[src/rtl/offsetMulPkg.sv]
package offsetMulPkg;
  typedef struct packed {
    logic loadMul;
    logic loadFix;
  } pipeStrobes_t;
endpackage

[src/rtl/offsetMulCtrl.sv]
module offsetMulCtrl
  import offsetMulPkg::*;
(
  input  logic         clk,
  input  logic         rst,
  input  logic         validIn,
  output pipeStrobes_t strobes,
  output logic         validOut
);
  logic stageOneValid;

  always_ff @(posedge clk) begin
    if (rst) begin
      stageOneValid <= 1'b0;
      validOut      <= 1'b0;
    end else begin
      stageOneValid <= validIn;
      validOut      <= stageOneValid;
    end
  end

  always_comb begin
    strobes.loadMul = validIn;
    strobes.loadFix = stageOneValid;
  end

  // a valid pair reaches the output after exactly two cycles
  assert_valid_latency_R5: assert property (@(posedge clk) disable iff (rst)
    validIn |-> ##2 validOut);
  assert_no_spurious_valid_R5: assert property (@(posedge clk) disable iff (rst)
    !validIn |-> ##2 !validOut);
  // reset leaves the output strobe low
  assert_reset_clears_R6: assert property (@(posedge clk)
    rst |=> !validOut && !stageOneValid);
endmodule

[src/rtl/offsetMulDatapath.sv]
module offsetMulDatapath
  import offsetMulPkg::*;
#(
  parameter int N = 8
) (
  input  logic             clk,
  input  logic             rst,
  input  pipeStrobes_t     strobes,
  input  logic [N-1:0]     xIn,
  input  logic [N-1:0]     yIn,
  output logic [2*N-1:0]   product
);
  localparam int PW = 2 * N;
  localparam int SW = N + 1;
  localparam logic [N-1:0]  MOST_NEG = {1'b1, {(N-1){1'b0}}};
  localparam logic [PW-1:0] BIAS_SQ  = {2'b01, {(PW-2){1'b0}}};

  logic [N-1:0]  xOff, yOff;
  logic [PW-1:0] rawProd, rawProdReg;
  logic [SW-1:0] opSum, opSumReg;
  logic [PW-1:0] crossTerm, fixedProd;

  // offset-binary conversion: flip only the sign bit
  always_comb begin
    xOff    = {~xIn[N-1], xIn[N-2:0]};
    yOff    = {~yIn[N-1], yIn[N-2:0]};
    rawProd = PW'(xOff) * PW'(yOff);
    opSum   = {xIn[N-1], xIn} + {yIn[N-1], yIn};
  end

  always_ff @(posedge clk) begin
    if (rst) begin
      rawProdReg <= '0;
      opSumReg   <= '0;
    end else if (strobes.loadMul) begin
      rawProdReg <= rawProd;
      opSumReg   <= opSum;
    end
  end

  always_comb begin
    crossTerm = {opSumReg, {(N-1){1'b0}}};
    fixedProd = rawProdReg - crossTerm - BIAS_SQ;
  end

  always_ff @(posedge clk) begin
    if (rst) product <= '0;
    else if (strobes.loadFix) product <= fixedProd;
  end

  // most negative squared lands on the bit below the MSB
  assert_min_square_R3: assert property (@(posedge clk) disable iff (rst)
    strobes.loadMul && xIn == MOST_NEG && yIn == MOST_NEG |-> ##2 product == BIAS_SQ);
  // a zero operand gives zero
  assert_zero_operand_R4: assert property (@(posedge clk) disable iff (rst)
    strobes.loadMul && (xIn == '0 || yIn == '0) |-> ##2 product == '0);
  // mixed signs give a negative result
  assert_mixed_sign_R9: assert property (@(posedge clk) disable iff (rst)
    strobes.loadMul && !xIn[N-1] && xIn != '0 && yIn[N-1] |-> ##2 product[PW-1]);
  // no stage-two strobe, no change
  assert_hold_R7: assert property (@(posedge clk) disable iff (rst)
    !strobes.loadFix |=> $stable(product));
  // reset clears the result
  assert_reset_product_R6: assert property (@(posedge clk)
    rst |=> product == '0);
endmodule

[src/rtl/offsetSignedMul.sv]
module offsetSignedMul
  import offsetMulPkg::*;
#(
  parameter int N = 8
) (
  input  logic           clk,
  input  logic           rst,
  input  logic           validIn,
  input  logic [N-1:0]   xIn,
  input  logic [N-1:0]   yIn,
  output logic           validOut,
  output logic [2*N-1:0] product
);
  pipeStrobes_t strobes;

  initial begin
    assert (N >= 2 && N <= 32) else $error("N out of range");
  end

  offsetMulCtrl u_ctrl (
    .clk(clk), .rst(rst), .validIn(validIn),
    .strobes(strobes), .validOut(validOut)
  );

  offsetMulDatapath #(.N(N)) u_dp (
    .clk(clk), .rst(rst), .strobes(strobes),
    .xIn(xIn), .yIn(yIn), .product(product)
  );
endmodule

[config.mk]
export PLATFORM = sky130hd
export DESIGN_NAME = offsetSignedMul
export DESIGN_NICKNAME = d
export VERILOG_FILES = /design/src/rtl/offsetMulPkg.sv /design/src/rtl/offsetMulCtrl.sv /design/src/rtl/offsetMulDatapath.sv /design/src/rtl/offsetSignedMul.sv
export SDC_FILE = /design/constraint.sdc
export NUM_CORES = 1
export LEC_CHECK = 0
export ABC_AREA = 1
export CAP_MARGIN = 10
export CORE_ASPECT_RATIO = 0.7
export CORE_MARGIN = 2
export CORE_UTILIZATION = 40
export CTS_CLUSTER_DIAMETER = 30
export DETAILED_ROUTE_END_ITERATION = 12
export PLACE_DENSITY = 0.54
export RECOVER_POWER = 100
export SLEW_MARGIN = 0
export SYNTH_ARGS = -nofsm -noshare
export SYNTH_HDL_FRONTEND = slang
export SYNTH_HIERARCHICAL = 1
export SYNTH_SLANG_ARGS = --single-unit
export TNS_END_PERCENT = 5
[constraint.sdc]
create_clock -name clk -period 4.8 [get_ports clk]
set_input_delay 0.96 -clock clk [delete_from_list [all_inputs] [get_ports clk]]
set_output_delay 0.96 -clock clk [all_outputs]
set_load 0.005 [all_outputs]
==> results of run 1 <==
-- kinds of logic after synthesis --
kind of cell	synth area share, %
flops	16.4
buf+inv	17.5
xor+xnor	2.16
compound gates	5.68
simple gates	28.3
fa+ha+maj	30.0
-- routing by layer --
layer / vias to the layer above / global-route usage (%) / part of all wire (%)
li1: 2583 / - / -
met1: 2235 / 31.5 / 57
met2: 78 / 29.8 / 39
met3: 6 / 3.34 / 3.6
met4: 0 / 3.00 / 0.42
met5: - / 0 / 0
-- cell type report --
class	count	area, um2	area share, %
well taps	166	208	3.31
repair buffers	82	692	11.0
inverters	224	841	13.4
multi-input cells	540	3540	56.3
clock buffers	6	129	2.05
clock inverters	2	12.5	0.199
flip-flops and latches	43	861	13.7
-- how the worst max path moves through the flow --
stage | slack, ps | to
after floorplan | 370 | u_dp/rawProdReg[9]
after global placement | -540 | u_dp/rawProdReg[11]
after detailed placement | -540 | u_dp/rawProdReg[11]
after CTS | 10 | u_dp/rawProdReg[13]
after global routing | 2 | u_dp/rawProdReg[13]
final | 200 | u_dp/rawProdReg[9]
-- metrics by stage --
stage          cells  cell area [um2]  setup TNS, ps  hold WS, ps
2_1_floorplan    822             5260              0          403
3_3_place_gp    1054             6090          -3350          453
3_5_place_dp    1054             6090          -3510          470
4_1_cts         1063             6260              0          480
5_1_grt         1063             6280              0          509
6_report        1063             6280              0          480
-- placed cells by master (no fill, tap or decap), drive strengths merged --
cell,synthesis,layout
or2,3,3
dlymetal6s2s,0,5
clkinvlp,0,1
nand4,10,10
xnor2,4,4
buf,8,45
inv,223,223
clkbuf,7,10
xor2,9,9
o21ai,15,15
a21o,2,2
dlygate4sd2,0,5
ha,67,67
a31oi,1,1
a211oi,8,8
fa,37,37
dfxtp,43,43
a21oi,27,27
clkdlybuf4s50,0,2
nand2,213,213
clkdlybuf4s15,0,1
clkinv,1,2
nor2,95,95
dlygate4sd3,0,20
and2,2,2
o21bai,1,1
nand3,46,46
-- flip-flops by register name (all words and copies together) (netlist names) --
| name | count |
|---|---|
| u_ctrl/stageOneValid | 1 |
| u_dp/rawProdReg | 16 |
| u_ctrl/validOut | 1 |
| u_dp/opSumReg | 9 |
| u_dp/product | 16 |
-- power by group through the flow --
stage	clock network, mW	registers, mW	logic (mW)
6_report	0.338	0.437	1.71
5_1_grt	0.368	0.445	1.97
4_1_cts	0.351	0.438	1.68
3_5_place_dp	0	0.446	1.62
3_3_place_gp	0	0.446	1.61
2_1_floorplan	0	0.441	1.14
-- timing repair --
item	CTS	global route
setup endpoints to repair	8	8
pin swaps	2	2
resized for setup	15	16
buffers inserted	1	0
hold buffers	0	0
-- critical path, cell delays in order --
cell and delay (ps):
dlygate4sd2_1 340, ha_2 270, fa_1 550, fa_1 440
fa_1 540, inv_1 60, fa_1 530, inv_1 60
ha_4 280, nand2_1 50, nand2_1 120, inv_1 50
nand2_1 100, a21oi_1 60, or2_2 270, nand3_1 60
nand2_1 50, inv_1 40
==> summary.md, run 1 <==
| Metric | Value |
|---|---|
| Status | `complete, no violations` |
| Least-Margin Pin Slew | `705 ps` |
| Synthesized cell area | `5260 um2` |
| CP Capture Type | `flop` |
| Starting density of the core | `between 40% and 50%` |
| IO Port Bufs | `35` |
| Hold path depth | `2` |
| Vias per cell | `about 4.6` |
| Grt total ovfl | `0` |
| Sequential Power Share | `around 18%` |
| Layout cells sized above 1 | `around 8%` |
| CTS root buf | `clkbuf_16` |
| Setup violations, final | `0` |
| Crit path launch | `xIn[4]` |
| Largest net degree at the start of global routing | `44` |
| Iter 0 DRT Violations | `~240` |
| Final Cycle Share | `between 90% and 100%` |
| Slew headroom | `52.7%` |
| Filler cells | `1352` |
| Async S/R FF share, synth | `0%` |
| Final setup margin | `196 ps` |
| Min-delay src | `u_dp/product[0]` |
| Netlist cell types | `29` |
| Leading post-synthesis cells by cell area | `dfxtp_1 16%, ha_1 16%, inv_1 16%, nand2_1 15%, fa_1 14%` |
| Slew Limit Fails | `0` |
| Power Total | `between 2 and 2.5 mW` |
| Die height | `about 100 um` |
| Drt wl/cell | `between 10 and 15 um` |
| Sink Count | `between 40 and 50` |
| Routed WL | `between 10 and 15 mm` |
| Area share of the largest cell type after synthesis | `between 10% and 20%` |
| Internal power | `between 1 and 1.5 mW` |
| RSZ-0062 raised after global routing | `no` |
| Tmin final | `roughly 4600 ps` |
| Full die area | `~14000 um2` |
| CTS max path bufs | `2` |
| Row cnt | `35` |
| Clock buffer count from CTS | `5` |
| Nets | `a little over 1000` |
| Clk slew on worst S/H paths | `about 60 ps` |
| RD Place Congestion | `~0.85` |
| Critical path class | `in2reg` |
| Layout area overhead | `19.4%` |
| Max VDD drop | `about 0.00017 V` |
| EDFF count, synth | `0` |
| Die Wd | `between 100 and 150 um` |
| Leak | `a little under 4 nW` |
| ANT nets after route | `0` |
| Clock share of power | `a little over an eighth` |
| I/O pin total | `36` |
| Synthesized instance count | `just over 800` |
| Core Region | `13000 um2` |
| Ant. Diodes | `0` |
| Crit start category | `input pin` |
| Worst reg2reg path startpoint | `u_dp/rawProdReg[12]` |
| Fin Clk Skew | `around 2.2 ps` |
| Post-Route Utilization | `a little under 50%` |
| # DRC | `0` |
| Synth Net Count | `around 950` |
| Syn. warnings | `6` |
| Worst hold path class | `reg2reg` |
| Top cells by instance count after synthesis | `223 x inv_1, 212 x nand2_1, 94 x nor2_1, 67 x ha_1, 45 x nand3_1` |
| Pwr dens | `396 nW/um2` |
| Sw Share | `between 40% and 50%` |
| Req. time, crit path | `between 5000 and 6000 ps` |
| First-pass GRT wire length | `23.0 mm` |
| Synth Register Bits | `43` |
| Register area share after synthesis | `between 10% and 20%` |
| Reg2reg setup slack | `2840 ps` |
| Routed via count | `~4900` |
| Largest area contributor in the netlist | `dfxtp_1` |
| Critical R2R Capture | `u_dp/product[13]` |
| Antenna violations before repair | `0` |
| Fmax | `217 MHz` |
| Final HPWL DP | `roughly 11 mm` |
| Pre-CTS WS | `-545 ps` |
| Top_reg_cell synth | `dfxtp_1` |
| Vias in the first global route | `between 4000 and 5000` |
| Crit-path max FO | `5` |
| Drt first pass iters | `4` |
| Synth Area per Inst | `6.40 um2` |
| Logic pwr share | `between 60% and 70%` |
| CTS tree | `yes` |
| Max-cap viol count | `0` |
| H-Tree Level Count | `2` |
| Hold endpoint | `u_dp/product[0]` |
| Final hold vios | `0` |
| Clock Latency Late Sink | `between 200 and 300 ps` |
| Most frequent cell after synthesis | `inv_1` |
| WP data arrival | `4840 ps` |
| Sw Pwr | `around 1.2 mW` |
| GRT Resource Usage Total | `between 20% and 30%` |
| R2R depth | `10` |
Note: power is estimated with default switching activity, not from simulation.
==> run 2: changes to the inputs <==
--- a/config.mk
+++ b/config.mk
@@ -6,7 +6,6 @@
 export NUM_CORES = 1
 export LEC_CHECK = 0
 export ABC_AREA = 1
-export CAP_MARGIN = 10
 export CORE_ASPECT_RATIO = 0.7
 export CORE_MARGIN = 2
 export CORE_UTILIZATION = 40
==> results of run 2 <==
The final DEF is identical to that of run 1; final timing and power are the same.
